## config.mk

```make
export PLATFORM = sky130hd
export DESIGN_NAME = irq_entry_seq
export DESIGN_NICKNAME = d
export VERILOG_FILES = /design/src/rtl/irq_seq_pkg.sv /design/src/rtl/irq_addr_gen.sv /design/src/rtl/irq_arch_regs.sv /design/src/rtl/irq_seq_fsm.sv /design/src/rtl/irq_entry_seq.sv
export SDC_FILE = /design/constraint.sdc
export NUM_CORES = 1
export LEC_CHECK = 0
export ABC_CLOCK_PERIOD_IN_PS = 3800
export BUFFER_PORTS_ARGS = -buffer_cell sky130_fd_sc_hd__clkbuf_2
export CAP_MARGIN = 20
export CELL_PAD_IN_SITES_DETAIL_PLACEMENT = 0
export CELL_PAD_IN_SITES_GLOBAL_PLACEMENT = 1
export CORE_MARGIN = 2
export CORE_UTILIZATION = 34
export CTS_BUF_LIST = sky130_fd_sc_hd__clkbuf_8 sky130_fd_sc_hd__clkbuf_16
export DETAILED_ROUTE_END_ITERATION = 10
export PLACE_DENSITY_LB_ADDON = 0.2
export SYNTH_ARGS = -nofsm -noshare
export SYNTH_HDL_FRONTEND = slang
export SYNTH_SLANG_ARGS = --single-unit
```

## constraint.sdc

```tcl
create_clock -name clk -period 3.8 [get_ports clk]
set_clock_uncertainty 0.05 [all_clocks]
set_input_delay 0.38 -clock clk [delete_from_list [all_inputs] [get_ports clk]]
set_output_delay 0.38 -clock clk [all_outputs]
set_load 0.01 [all_outputs]
```

## src/rtl/irq_seq_pkg.sv

```systemverilog
package irq_seq_pkg;

  typedef enum logic [3:0] {
    S_IDLE,
    S_PUSH_ST,
    S_PUSH_CS,
    S_PUSH_IP,
    S_ACK,
    S_VEC_LO,
    S_VEC_HI,
    S_POP_IP,
    S_POP_CS,
    S_POP_ST
  } seq_state_t;

  localparam int unsigned TRAP_BIT = 8;
  localparam int unsigned IEN_BIT  = 9;

endpackage

```

## src/rtl/irq_addr_gen.sv

```systemverilog
module irq_addr_gen #(
  parameter int unsigned W      = 16,
  parameter int unsigned ADDR_W = 20
) (
  input  logic [W-1:0]      seg,
  input  logic [W-1:0]      off,
  output logic [ADDR_W-1:0] phys
);
  localparam int unsigned SHIFT = ADDR_W - W;

  // segment * 16 + offset, wrapping at the top of the address space
  assign phys = {seg, {SHIFT{1'b0}}} + ADDR_W'(off);

endmodule

```

## src/rtl/irq_arch_regs.sv

```systemverilog
module irq_arch_regs
  import irq_seq_pkg::*;
#(
  parameter int unsigned W          = 16,
  parameter logic [W-1:0] RST_STATUS = 16'h0002,
  parameter logic [W-1:0] RST_CS     = 16'hF000,
  parameter logic [W-1:0] RST_IP     = 16'hFFF0
) (
  input  logic         clk,
  input  logic         rst,
  input  logic         ext_we,
  input  logic [W-1:0] ext_status,
  input  logic [W-1:0] ext_cs,
  input  logic [W-1:0] ext_ip,
  input  logic         mask_clr,
  input  logic         ld_vec,
  input  logic         ld_ret,
  input  logic [W-1:0] seq_status,
  input  logic [W-1:0] seq_cs,
  input  logic [W-1:0] seq_ip,
  output logic [W-1:0] status_q,
  output logic [W-1:0] cs_q,
  output logic [W-1:0] ip_q
);

  always_ff @(posedge clk) begin
    if (rst) begin
      status_q <= RST_STATUS;
      cs_q     <= RST_CS;
      ip_q     <= RST_IP;
    end else if (ld_ret) begin
      status_q <= seq_status;
      cs_q     <= seq_cs;
      ip_q     <= seq_ip;
    end else if (ld_vec) begin
      cs_q <= seq_cs;
      ip_q <= seq_ip;
    end else if (mask_clr) begin
      status_q[IEN_BIT]  <= 1'b0;
      status_q[TRAP_BIT] <= 1'b0;
    end else if (ext_we) begin
      status_q <= ext_status;
      cs_q     <= ext_cs;
      ip_q     <= ext_ip;
    end
  end

endmodule

```

## src/rtl/irq_seq_fsm.sv

```systemverilog
module irq_seq_fsm
  import irq_seq_pkg::*;
#(
  parameter int unsigned  W       = 16,
  parameter int unsigned  VEC_W   = 8,
  parameter logic [W-1:0] VEC_SEG = 16'h0000
) (
  input  logic             clk,
  input  logic             rst,
  input  logic             instr_done,
  input  logic             irq_req,
  input  logic             ret_req,
  input  logic             ien,
  input  logic [W-1:0]     status_i,
  input  logic [W-1:0]     cs_i,
  input  logic [W-1:0]     ip_i,
  input  logic [W-1:0]     ss_i,
  input  logic [W-1:0]     sp_i,
  input  logic             ack_valid,
  input  logic [VEC_W-1:0] ack_vec,
  input  logic             mem_ready,
  input  logic [W-1:0]     mem_rdata,
  output seq_state_t       state,
  output logic             busy,
  output logic             irq_ack,
  output logic             mem_req,
  output logic             mem_we,
  output logic [W-1:0]     mem_wdata,
  output logic [W-1:0]     seg_o,
  output logic [W-1:0]     off_o,
  output logic [W-1:0]     sp_o,
  output logic             sp_upd,
  output logic             mask_clr,
  output logic             ld_vec,
  output logic             ld_ret,
  output logic [W-1:0]     new_status,
  output logic [W-1:0]     new_cs,
  output logic [W-1:0]     new_ip
);
  localparam logic [W-1:0] STEP = W'(2);
  localparam int unsigned  PAD  = W - VEC_W - 2;

  logic [W-1:0]     sp_w, ss_w, tmp_ip, tmp_cs;
  logic [VEC_W-1:0] vec_q;

  always_ff @(posedge clk) begin
    if (rst) begin
      state  <= S_IDLE;
      busy   <= 1'b0;
      sp_w   <= '0;
      ss_w   <= '0;
      tmp_ip <= '0;
      tmp_cs <= '0;
      vec_q  <= '0;
      sp_upd <= 1'b0;
    end else begin
      sp_upd <= 1'b0;
      unique case (state)
        S_IDLE: if (instr_done) begin
          if (ret_req) begin
            state <= S_POP_IP;
            busy  <= 1'b1;
            sp_w  <= sp_i;
            ss_w  <= ss_i;
          end else if (irq_req && ien) begin
            state <= S_PUSH_ST;
            busy  <= 1'b1;
            sp_w  <= sp_i;
            ss_w  <= ss_i;
          end
        end
        S_PUSH_ST: if (mem_ready) begin
          sp_w  <= sp_w - STEP;
          state <= S_PUSH_CS;
        end
        S_PUSH_CS: if (mem_ready) begin
          sp_w  <= sp_w - STEP;
          state <= S_PUSH_IP;
        end
        S_PUSH_IP: if (mem_ready) begin
          sp_w  <= sp_w - STEP;
          state <= S_ACK;
        end
        S_ACK: if (ack_valid) begin
          vec_q <= ack_vec;
          state <= S_VEC_LO;
        end
        S_VEC_LO: if (mem_ready) begin
          tmp_ip <= mem_rdata;
          state  <= S_VEC_HI;
        end
        S_VEC_HI: if (mem_ready) begin
          state  <= S_IDLE;
          busy   <= 1'b0;
          sp_upd <= 1'b1;
        end
        S_POP_IP: if (mem_ready) begin
          tmp_ip <= mem_rdata;
          sp_w   <= sp_w + STEP;
          state  <= S_POP_CS;
        end
        S_POP_CS: if (mem_ready) begin
          tmp_cs <= mem_rdata;
          sp_w   <= sp_w + STEP;
          state  <= S_POP_ST;
        end
        S_POP_ST: if (mem_ready) begin
          sp_w   <= sp_w + STEP;
          state  <= S_IDLE;
          busy   <= 1'b0;
          sp_upd <= 1'b1;
        end
        default: state <= S_IDLE;
      endcase
    end
  end

  always_comb begin
    seg_o     = ss_w;
    off_o     = sp_w;
    mem_req   = 1'b0;
    mem_we    = 1'b0;
    mem_wdata = '0;
    unique case (state)
      S_PUSH_ST: begin mem_req = 1'b1; mem_we = 1'b1; off_o = sp_w - STEP; mem_wdata = status_i; end
      S_PUSH_CS: begin mem_req = 1'b1; mem_we = 1'b1; off_o = sp_w - STEP; mem_wdata = cs_i; end
      S_PUSH_IP: begin mem_req = 1'b1; mem_we = 1'b1; off_o = sp_w - STEP; mem_wdata = ip_i; end
      S_VEC_LO:  begin mem_req = 1'b1; seg_o = VEC_SEG; off_o = {{PAD{1'b0}}, vec_q, 2'b00}; end
      S_VEC_HI:  begin mem_req = 1'b1; seg_o = VEC_SEG; off_o = {{PAD{1'b0}}, vec_q, 2'b10}; end
      S_POP_IP, S_POP_CS, S_POP_ST: mem_req = 1'b1;
      default: ;
    endcase
  end

  assign irq_ack    = (state == S_ACK);
  assign sp_o       = sp_w;
  assign mask_clr   = (state == S_PUSH_ST) && mem_ready;
  assign ld_vec     = (state == S_VEC_HI) && mem_ready;
  assign ld_ret     = (state == S_POP_ST) && mem_ready;
  assign new_status = mem_rdata;
  assign new_cs     = ld_ret ? tmp_cs : mem_rdata;
  assign new_ip     = tmp_ip;

  // a masked request at a boundary starts nothing
  p_masked_ignored_r1: assert property (@(posedge clk) disable iff (rst)
    (state == S_IDLE && instr_done && !ret_req && !ien) |=> !busy);

  // no memory traffic outside a sequence
  p_idle_quiet_r1: assert property (@(posedge clk) disable iff (rst)
    !busy |-> !mem_req);

  // every completed push lowers the stack pointer by one word
  p_push_step_r3: assert property (@(posedge clk) disable iff (rst)
    (mem_req && mem_we && mem_ready) |=> (sp_o == $past(sp_o) - STEP));

  // acknowledge only inside a running sequence
  p_ack_in_seq_r5: assert property (@(posedge clk) disable iff (rst)
    irq_ack |-> busy);

  // a waiting access keeps its request stable
  p_stall_hold_r8: assert property (@(posedge clk) disable iff (rst)
    (mem_req && !mem_ready) |=> (mem_req && $stable(mem_we) && $stable(seg_o)
                                 && $stable(off_o) && $stable(mem_wdata)));

endmodule

```

## src/rtl/irq_entry_seq.sv

```systemverilog
module irq_entry_seq
  import irq_seq_pkg::*;
#(
  parameter int unsigned  W          = 16,
  parameter int unsigned  ADDR_W     = 20,
  parameter int unsigned  VEC_W      = 8,
  parameter logic [W-1:0] VEC_SEG    = 16'h0000,
  parameter logic [W-1:0] RST_STATUS = 16'h0002,
  parameter logic [W-1:0] RST_CS     = 16'hF000,
  parameter logic [W-1:0] RST_IP     = 16'hFFF0
) (
  input  logic              clk,
  input  logic              rst,
  input  logic              instr_done,
  input  logic              irq_req,
  input  logic              ret_req,
  output logic              busy,
  input  logic              arch_we,
  input  logic [W-1:0]      arch_status_i,
  input  logic [W-1:0]      arch_cs_i,
  input  logic [W-1:0]      arch_ip_i,
  output logic [W-1:0]      status_o,
  output logic [W-1:0]      cs_o,
  output logic [W-1:0]      ip_o,
  input  logic [W-1:0]      ss_i,
  input  logic [W-1:0]      sp_i,
  output logic [W-1:0]      sp_o,
  output logic              sp_upd,
  output logic              irq_ack,
  input  logic              ack_valid,
  input  logic [VEC_W-1:0]  ack_vec,
  output logic              mem_req,
  output logic              mem_we,
  output logic [ADDR_W-1:0] mem_addr,
  output logic [W-1:0]      mem_wdata,
  input  logic [W-1:0]      mem_rdata,
  input  logic              mem_ready
);

  seq_state_t   fsm_state;
  logic [W-1:0] seg_w, off_w, nst, ncs, nip;
  logic         mask_clr, ld_vec, ld_ret;

  irq_seq_fsm #(.W(W), .VEC_W(VEC_W), .VEC_SEG(VEC_SEG)) u_fsm (
    .clk(clk), .rst(rst), .instr_done(instr_done), .irq_req(irq_req),
    .ret_req(ret_req), .ien(status_o[IEN_BIT]), .status_i(status_o),
    .cs_i(cs_o), .ip_i(ip_o), .ss_i(ss_i), .sp_i(sp_i),
    .ack_valid(ack_valid), .ack_vec(ack_vec), .mem_ready(mem_ready),
    .mem_rdata(mem_rdata), .state(fsm_state), .busy(busy), .irq_ack(irq_ack),
    .mem_req(mem_req), .mem_we(mem_we), .mem_wdata(mem_wdata),
    .seg_o(seg_w), .off_o(off_w), .sp_o(sp_o), .sp_upd(sp_upd),
    .mask_clr(mask_clr), .ld_vec(ld_vec), .ld_ret(ld_ret),
    .new_status(nst), .new_cs(ncs), .new_ip(nip)
  );

  irq_arch_regs #(.W(W), .RST_STATUS(RST_STATUS), .RST_CS(RST_CS), .RST_IP(RST_IP)) u_regs (
    .clk(clk), .rst(rst), .ext_we(arch_we && !busy),
    .ext_status(arch_status_i), .ext_cs(arch_cs_i), .ext_ip(arch_ip_i),
    .mask_clr(mask_clr), .ld_vec(ld_vec), .ld_ret(ld_ret),
    .seq_status(nst), .seq_cs(ncs), .seq_ip(nip),
    .status_q(status_o), .cs_q(cs_o), .ip_q(ip_o)
  );

  irq_addr_gen #(.W(W), .ADDR_W(ADDR_W)) u_addr (
    .seg(seg_w), .off(off_w), .phys(mem_addr)
  );

  // once the status push is done, enable and trap stay clear through entry
  p_mask_clear_r4: assert property (@(posedge clk) disable iff (rst)
    (fsm_state inside {S_PUSH_CS, S_PUSH_IP, S_ACK, S_VEC_LO, S_VEC_HI})
      |-> (!status_o[IEN_BIT] && !status_o[TRAP_BIT]));

  // a core write during a sequence leaves the code segment alone until the vector load
  p_ext_blocked_r10: assert property (@(posedge clk) disable iff (rst)
    (busy && !ld_vec && !ld_ret) |=> $stable(cs_o));

endmodule

```

### Yosys cells after proc, flatten, opt, wreduce, memory -nomap -nowiden

Cells that the tools add are included.
Widths: inputs -> output; s select.

| operators by class | value |
|---|---|
| $mul | 0 |
| add/subtract/negate cells | 3 |
| mux-type cells | 46 |
| magnitude comparators | 0 |
| shift operators | 0 |
| bitwise gates (word level) | 1 |
| div/mod/pow operators | 0 |
| equality and inequality tests | 24 |
| reduce and logical (&&, ||, !) cells | 30 |

Operator list:

| cell | count |
|---|---|
| $mux 16 | 20 |
| $pmux 16 s3 | 3 |
| $mux 4 | 11 |
| $pmux 4 s9 | 1 |
| $add 20x16->20 | 1 |
| $add 16x2->16 const B | 1 |
| $eq 4x3->1 const B | 4 |
| $sub 16x2->16 const B | 1 |
| $ne 2x2->1 const B | 7 |
| $ne 2x1->1 const B | 6 |
| $reduce_and 10->1 | 1 |
| $reduce_and 2->1 | 5 |
| $reduce_bool 3->1 | 3 |
| $eq 4x2->1 const B | 2 |
| $eq 4x4->1 const B | 2 |
| $mux 8 | 1 |
| $reduce_or 2->1 | 4 |
| $reduce_or 8->1 | 1 |
| $mux 1 | 7 |
| $mux 6 | 1 |
| $reduce_and 3->1 | 2 |
| $reduce_bool 2->1 | 3 |
| $reduce_or 3->1 | 2 |
| $logic_and 1x1->1 | 5 |
| 10 further kinds | 10 |

| storage, ports and cells | value |
|---|---|
| bits in writable memories | 0 |
| output and inout port bits | 105 |
| bits in latches | 0 |
| memories | 0 |
| ROM bits | 0 |
| flip-flop bits (word level) | 126 |
| bits of input ports | 112 |

### Depth between registers and ports, before layout

Gate-level depths: netlist of run 1.

| logic depth | value |
|---|---|
| depth in word-level cells | 6 |
| gate-level depth with buffers | 16 |

### Cells and area by module

A second synthesis of run 1 with hierarchy kept.

| second synthesis, totals | value |
|---|---|
| cells, all modules | 1029 |
| area, all modules | 8002.7 um^2 |

Modules (own cells, without submodules):

| module | instances | area each (um^2) | cells an instance | seq. area each (um^2) |
|---|---|---|---|---|
| irq_seq_fsm | 1 | 4794.6 | 653 | 1561.5 |
| irq_arch_regs | 1 | 2356.0 | 265 | 960.9 |
| irq_addr_gen | 1 | 838.3 | 110 | 0.0 |
| irq_entry_seq | 1 | 13.8 | 1 | 0.0 |

### Least setup slack after synthesis of run 1

OpenSTA, ideal clock, no wires.

| path | value |
|---|---|
| path type | register -> output |
| start point | reg u_fsm.sp_w[1] (netlist: u_fsm.sp_o[1]) |
| end point | out mem_addr[19] |
| arrival | 3631 ps |
| buffers on the path | 3 |
| cell stages (with the launch flop) | 17 |
| slack | -261 ps |
| required time | 3370 ps |
| path through | dfxtp_1 buf_2 inv_1 ha_1 or4b_1 clkbuf_1 or3_1 nor2_1 nor2_1 a31oi_1 ha_1 clkbuf_1 a21oi_1 nand2_1 a2111oi_0 a211oi_1 mux2i_1 |

| between the ends | value |
|---|---|
| word-level cells in the longest chain between the ends | 3 |

Ends and longest elaborated chain:

| what | RTL line | text |
|---|---|---|
| from (decl) | irq_seq_fsm.sv:43 | `logic [W-1:0] sp_w, ss_w, tmp_ip, tmp_cs;` |
| from (signal assigned) | irq_seq_fsm.sv:63 | `sp_w <= sp_i;` |
| from (signal assigned) | irq_seq_fsm.sv:68 | `sp_w <= sp_i;` |
| from (signal assigned) | irq_seq_fsm.sv:73 | `sp_w <= sp_w - STEP;` |
| $sub 16x2->16 | irq_seq_fsm.sv:125, irq_seq_fsm.sv:126, irq_seq_fsm.sv:127 |  |
| $pmux 16 s3 * | irq_seq_fsm.sv:124 | `unique case (state)` |
| $add 20x16->20 * | irq_addr_gen.sv:12 | `assign phys = {seg, {SHIFT{1'b0}}} + ADDR_W'(off);` |
| to (decl) | irq_entry_seq.sv:34 | `output logic [ADDR_W-1:0] mem_addr,` |

Mark *: on every way between the ends. The rest lies on a longest branch, timed or not.

### Worst setup path after layout of run 1

| path | value |
|---|---|
| start point | reg u_fsm.sp_w[2] (netlist: u_fsm.sp_o[2]) |
| end point | out mem_addr[19] |

The elaborated chain is that of the path after synthesis.

==> results of run 1 <==
## path summary, 6_finish.rpt
check | endpoint | cells after the start | start
max | mem_addr[19] | 13 | u_fsm.sp_o[2]
min | u_fsm.ss_w[1] | 3 | ss_i[1]
max reg2reg | u_regs.ip_q[9] | 7 | u_fsm.state[1]
min reg2reg | u_fsm.ss_w[10] | 2 | u_fsm.ss_w[10]
## worst max-delay path: cells and delay by family, from the launching register on
kind                     cells  cell delay, ns
AND/OR/NAND/NOR              4            1.30
flip-flops                   1            0.33
buffers and inverters        2            0.22
AO/OA/AOI/OAI                4            0.70
multiplexers                 1            0.20
adder cells (fa/ha/maj)      2            0.44
## power by group
group / leakage [nW] / internal [mW] / switching (mW)
logic: 3.08 / 2.58 / 3.36
registers: 1.03 / 1.60 / 0.265
clock network: 0.291 / 0.936 / 0.726
## kinds of logic (layout without fill, tap and decap cells)
family,Yosys count,in the layout,share of synthesized area
XOR/XNOR,13,13,0.0149
multiplexers,54,54,0.0715
AO/OA/AOI/OAI,286,286,0.257
AND/OR/NAND/NOR,399,399,0.245
adder cells (fa/ha/maj),15,15,0.0256
flip-flops,126,126,0.331
buffers and inverters,101,342,0.0545
other,0,1,0
## synth_stat cells (6+ instances only)
| library cell | count |
|---|---|
| nand2_1 | 157 |
| dfxtp_1 | 126 |
| nor2_1 | 125 |
| a21oi_1 | 85 |
| clkbuf_1 | 59 |
| mux2i_1 | 51 |
| o21ai_0 | 44 |
| a211oi_1 | 26 |
| nand3_1 | 26 |
| o211ai_1 | 25 |
| a311oi_1 | 18 |
| and2_1 | 17 |
| a222oi_1 | 16 |
| ha_1 | 14 |
| inv_1 | 14 |
| buf_1 | 11 |
| buf_2 | 11 |
| a31oi_1 | 10 |
| nor3_1 | 8 |
| nor2b_1 | 7 |
| nor4_1 | 7 |
| xnor2_1 | 7 |
| a21o_1 | 6 |
| nand4_1 | 6 |
| xor2_1 | 6 |
## per-stage QoR
stage / std cells / utilization
after floorplan: 994 / -
after global placement: 1472 / 0.423
after detailed placement: 1472 / 0.423
after CTS: 1508 / 0.459
after global routing: 1516 / 0.468
final: 1516 / 0.468
## routing by layer
layer  global-route usage  routed length (um)
met4               0.0686                 520
met3               0.0741                2370
met5                    0                   0
met2                0.399               13800
met1                0.304               12400
## registers in the layout (all words and copies together) (netlist names)
register	cells
u_fsm.busy	1
u_fsm.sp_upd	1
u_fsm.state	4
u_fsm.vec_q	8
u_fsm.sp_o	16
u_fsm.tmp_cs	16
u_fsm.ss_w	16
u_regs.cs_q	16
u_regs.status_q	16
u_fsm.new_ip	16
u_regs.ip_q	16
## area by class of cell
type / instances / area [um^2] / area share
timing repair buffer: 294 / 1710 / 0.166
inverter: 16 / 60.1 / 0.00586
clock buffer: 17 / 425 / 0.0415
tap: 280 / 350 / 0.0342
antenna: 1 / 2.50 / 0.000244
multi-input combinational: 767 / 5010 / 0.489
clock inverter: 15 / 168 / 0.0164
sequential: 126 / 2530 / 0.246
## placed cells by master, fill, tap and decap left out, types with 6 or more instances in the layout
master	Yosys	routed
a21oi_1	85	77
nor2_1	125	122
o211ai_1	25	25
a222oi_1	16	16
buf_4	2	73
nand2_1	157	153
ha_1	14	6
a31oi_1	10	8
a311oi_1	18	16
nor3_1	8	7
mux2i_1	51	51
inv_1	14	12
a211oi_1	26	25
nand3_1	26	24
xor2_1	6	6
buf_6	2	6
clkbuf_2	0	208
clkbuf_16	0	17
o21ai_1	0	8
ha_4	0	7
a21o_1	6	6
a21oi_2	0	6
o21ai_0	44	34
and2_1	17	17
dfxtp_1	126	123
xnor2_1	7	7
buf_2	11	6
nand4_1	6	6
## repair_timing
item / in CTS / in global routing
buffers inserted: 4 / 7
setup endpoints to repair: 11 / 11
resized for setup: 37 / 39
pin swaps: 16 / 26
==> metrics.txt, run 1 <==
outcome=complete, but fails checks; violations in the final reports=negative setup slack; Worst path slowest cell=or4b_4; Yosys warnings=0; Final WS setup=-0.239 ns; maximum clock frequency=0.248 GHz; initial core utilization=0.348; Port Buffers=216; EDFF count, synth=0; Max Slew Vio Count=0; final hold viol count=0; Ports=approximately 220; final worst path period need=4.04 ns; routability cong.=0.871; # DRC=0; vias in the first global route=7945; Final Routed Wirelength=29100 um; # fillers=approximately 2300; Synth cell types=80; Critical Path Max Stage Delay=0.53 ns; DP HPWL=20500 um; Placed Area=9260 um^2; Post-DRT Antenna Nets=0; layout overhead on the synthesized area=34.6%; setup_tns=-1.09 ns; CTS Sinks=126; slew margin rel.=0.416; largest net degree at the start of global routing=69; clk root buf=clkbuf_16; Mean Syn Cell Area=~7.7 um^2; design area=slightly above 10000 um^2; via count=8320; hold_ws=~0.12 ns; Post-synth top flop=dfxtp_1; P_leak=4.41 nW; Yosys reg bits=about 130; CTS buffer count=17; worst-skew pair later-pin latency=about 0.42 ns; All-Layer GR Usage=0.241; Vias/cell=around 5.5; Post-CTS Hold Buffers=0; drt first pass iters=6; # setup viols final=7; Tightest Pin Transition=0.873 ns; H-tree levels=4; Die ar.=23600 um^2; post-synth net total=1121; Tot Pwr=about 9.5 mW; crit start category=flop; crit end category=output pin; period utilisation layout=1.06; asr flop ratio synth=0; Place WS=-0.0696 ns; Critical Path Fanout Max=7; Mapped Area=between 7000 and 8000 um^2; initial antenna violation count=1; drt initial violations=520; grt total ovfl=0; PwrDens=923 nW/um^2; top post-synthesis cells by area=dfxtp_1 33%, nand2_1 7.7%, mux2i_1 6.7%, nor2_1 6.2%, a21oi_1 5.6%; CTS Buffer Depth=2; Worst-path clk slew=0.06 ns; fraction of layout cells with a size suffix above 1=0.322; core area=21900 um^2; row count=54; RSZ-0062 raised after global routing=true; net count reported at finish=1349; die height=approximately 150 um; Critical Path RT=3.37 ns; worst vdd ir=between 0.0004 and 0.0005 V; area share of the largest cell type after synthesis=0.331; Mapped Cells=994; first-pass GRT wire length=45300 um; min-delay worst type=in2reg; register area share after synthesis=0.331; max_cap viols=0; Die Width=154 um; crit-path cells=inv_2 > ha_4 > or4b_4 > or3_4 > a21o_1 > a21o_1 > ha_4 > and4_4 > nor2b_4 > a2111oi_4 > a211oi_2 > mux2i_1 > buf_2; slack of the worst reg-to-reg path=approximately 1.2 ns; largest area contributor in the netlist=dfxtp_1; drt wl/cell=19.2 um; CTS tree=built; CP Class=reg2out; Data arrival, critical path=3.61 ns
Note: power is estimated with default switching activity, not from simulation.
==> inputs of run 2 (changes only) <==
Settings changed: CORE_UTILIZATION 34 to 35, SYNTH_HIERARCHICAL set to 1.
==> run 2 against run 1 <==
Against the previous run:
- the run still ends with negative setup slack left
- non-clock buffer count fell by 13
- register-to-register slack got worse by 0.15 ns
- critical path depth did not move
- clock power rose by 7%
- first-iteration DRC count rose by 13%
- final area rose by 0.60%
- worst hold slack improved by 0.0053 ns
- cell count rose by 0.79%
- sequential share of layout area fell by 0.074 points
==> metrics.txt, run 2 <==
top sig layer=met4; Ports=217 (unchanged); grt total ovfl=0 (unchanged); Max Slew Vio Count=0 (unchanged); crit start category=flop; die height=155 um (+1.0%); CTS buffer count=17 (unchanged); Final WS setup=-0.0422 ns (+0.197 ns); setup_tns=-0.0459 ns (+1.05 ns); drt wl/cell=18.9 um (-1.7%); H-tree levels=4 (unchanged); Pint=4.77 mW (-6.9%); commonest cells after routing, fill and taps aside=210 x clkbuf_2, 190 x nand2_1, 119 x dfxtp_1; Die Width=155 um (+1.0%); Post-CTS Hold Buffers=0 (unchanged); clk root buf=clkbuf_16; hold_ws=0.127 ns (+0.00531 ns); PwrDens=838 nW/um^2 (-9.3%); first-pass GRT wire length=44700 um (-1.3%); All-Layer GR Usage=0.233 (-0.00850); vias in the first global route=7968 (+0.29%); P_leak=4.27 nW (-3.2%); fraction of layout cells with a size suffix above 1=0.347 (+0.0248); violations in the final reports=negative setup slack; EDFF count, synth=0 (unchanged); # DRC=0 (unchanged); Post-Route M1 WL=12500 um (+1.1%); design area=10300 um^2 (+0.60%); Tightest Pin Transition=0.942 ns (+0.0684 ns); Mean Syn Cell Area=7.78 um^2 (+1.5%); most common cell in the netlist=nand2_1; WL met2=13900 um (+0.66%); routability cong.=0.867 (-0.42%); commonest non-fill, non-tap cell in the layout=clkbuf_2; CTS Buffer Depth=2 (unchanged); initial antenna violation count=1 (unchanged); final worst path period need=3.84 ns (-0.197 ns); register area share after synthesis=0.315 (-0.0159); Vias/cell=5.49 (about the same); Critical Path Fanout Max=6 (-1); min-delay worst type=in2reg; core area=22600 um^2 (+3.1%); Synth cell types=83 (+3.8%); post-synth net total=1156 (+3.1%); Final Routed Wirelength=28800 um (-0.91%); largest area contributor in the netlist=dfxtp_1; initial core utilization=0.355 (+0.00658); Critical Path RT=3.37 ns (about the same); top post-synthesis cells by area=dfxtp_1 32%, nand2_1 9.0%, a21oi_1 6.0%, a211oi_2 4.1%, nor3_1 3.3%; Yosys reg bits=126 (unchanged); layout overhead on the synthesized area=28.9%; combinational power share=0.584 (-0.043); final hold viol count=0 (unchanged); power share of the sequential group=0.211 (+0.014); Worst-path clk slew=0.07 ns (about the same); net count reported at finish=1356 (+0.52%); Mapped Cells=1029 (+3.5%); Data arrival, critical path=3.41 ns (-0.20 ns); max_cap viols=0 (unchanged); outcome=complete, but fails checks; sw frac=0.448 (-0.0111); CP Class=reg2out; crit end category=output pin; RSZ-0062 raised after global routing=true; worst vdd ir=0.000340 V (-23%); sw power=3.87 mW (-11%); Post-DRT Antenna Nets=0 (unchanged); row count=55 (+1.9%); CTS tree=built; Port Buffers=216 (unchanged); via count=8383 (+0.76%); clock power share=0.205 (+0.029); Die ar.=24100 um^2 (+2.0%); largest net degree at the start of global routing=54 (-22%); # setup viols final=3 (-4); CTS Sinks=126 (unchanged); drt first pass iters=6 (unchanged); DR WL met3=1970 um (-17%); Placed Area=9290 um^2 (+0.23%); Mapped Area=8000 um^2 (+5.1%); maximum clock frequency=0.260 GHz (+5.1%); DP HPWL=20500 um (-0.13%); asr flop ratio synth=0 (unchanged); period utilisation layout=1.01 (-0.0519); Post-synth top flop=dfxtp_1; Synth top cells by count=192 x nand2_1, 126 x dfxtp_1, 96 x a21oi_1; slew margin rel.=0.371 (-0.0454); drt initial violations=587 (+13%); worst-skew pair later-pin latency=0.42 ns (about the same); area share of the largest cell type after synthesis=0.315 (-0.0159); Yosys warnings=6 (+6)
## run 2: cell count changes in the layout (fill, tap and decap cells not counted), sizes merged, moves of 18 or more
cell | previous run | this run
nand2 | 157 | 194
nor3 | 9 | 58
o211ai | 25 | 4
mux2i | 51 | 13
inv | 23 | 41
nor2 | 125 | 61
a311oi | 19 | 1
## run 2: final cells by class
class                   count  area (um^2)
clock buffers              17          425
flip-flops and latches    126         2530
repair buffers            281         1600
clock inverters            15          199
diodes                      1         2.50
well taps                 285          357
multi-input cells         771         5080
fillers                  2363        12300
inverters                  32          120
## run 2: path summary, 6_finish.rpt
check | from | cells after the start | to | slack (ns)
setup / recovery | u_fsm/sp_o[1] | 13 | mem_addr[18] | -0.04
hold reg to reg | u_fsm/ss_w[5] | 2 | u_fsm/ss_w[5] | 0.40
hold / removal | sp_i[4] | 3 | u_fsm/sp_o[4] | 0.13
setup reg to reg | u_fsm/state[0] | 6 | u_fsm/sp_o[9] | 1.01
## run 2: kinds of logic after synthesis
| logic type | Yosys count | share of synthesized area |
|---|---|---|
| mux | 29 | 0.0388 |
| buf+inv | 132 | 0.0844 |
| xor+xnor | 15 | 0.0164 |
| compound gates | 285 | 0.262 |
| simple gates | 427 | 0.259 |
| flops | 126 | 0.315 |
| fa+ha+maj | 15 | 0.0244 |
## run 2: critical path: stages (launching register included)
cell	delay (ns)
dfxtp_2	0.34
inv_2	0.08
ha_4	0.16
nor3b_4	0.20
buf_6	0.13
nand3_2	0.08
o311a_1	0.36
a221o_1	0.37
ha_4	0.34
nand2_2	0.07
or3_4	0.36
or3_1	0.30
nand3_1	0.08
buf_2	0.12
## run 2: power by group through the flow
stage	clock (mW)	sequential (mW)	combinational, mW
global route	1.87	1.86	5.47
detailed placement	0	1.82	4.49
CTS	1.80	1.80	4.72
finish	1.77	1.82	5.05
global placement	0	1.82	4.49
floorplan	0	1.84	2.87
## run 2: stage by stage
stage          cells  setup WS (ns)   util  power, mW
2_1_floorplan   1029          0.176      -       4.71
4_1_cts         1517        -0.0223  0.446       8.32
3_5_place_dp    1481         0.0339  0.411       6.31
3_3_place_gp    1481         0.0798  0.411       6.31
5_1_grt         1528         -0.151  0.457       9.19
6_report        1528        -0.0422  0.457       8.64
## run 2: metal layers
layer,vias up,global-route usage
li1,4112,-
met1,3959,0.297
met2,288,0.398
met3,24,0.0493
met4,0,0.0647
met5,-,0
## run 2: what timing repair did
| action | in CTS | in global routing |
|---|---|---|
| gates resized for setup | 31 | 39 |
| setup buffers | 5 | 10 |
| pin swaps | 9 | 13 |
| hold endpoints to repair | 0 | 0 |
| endpoints found under the setup margin | 11 | 10 |
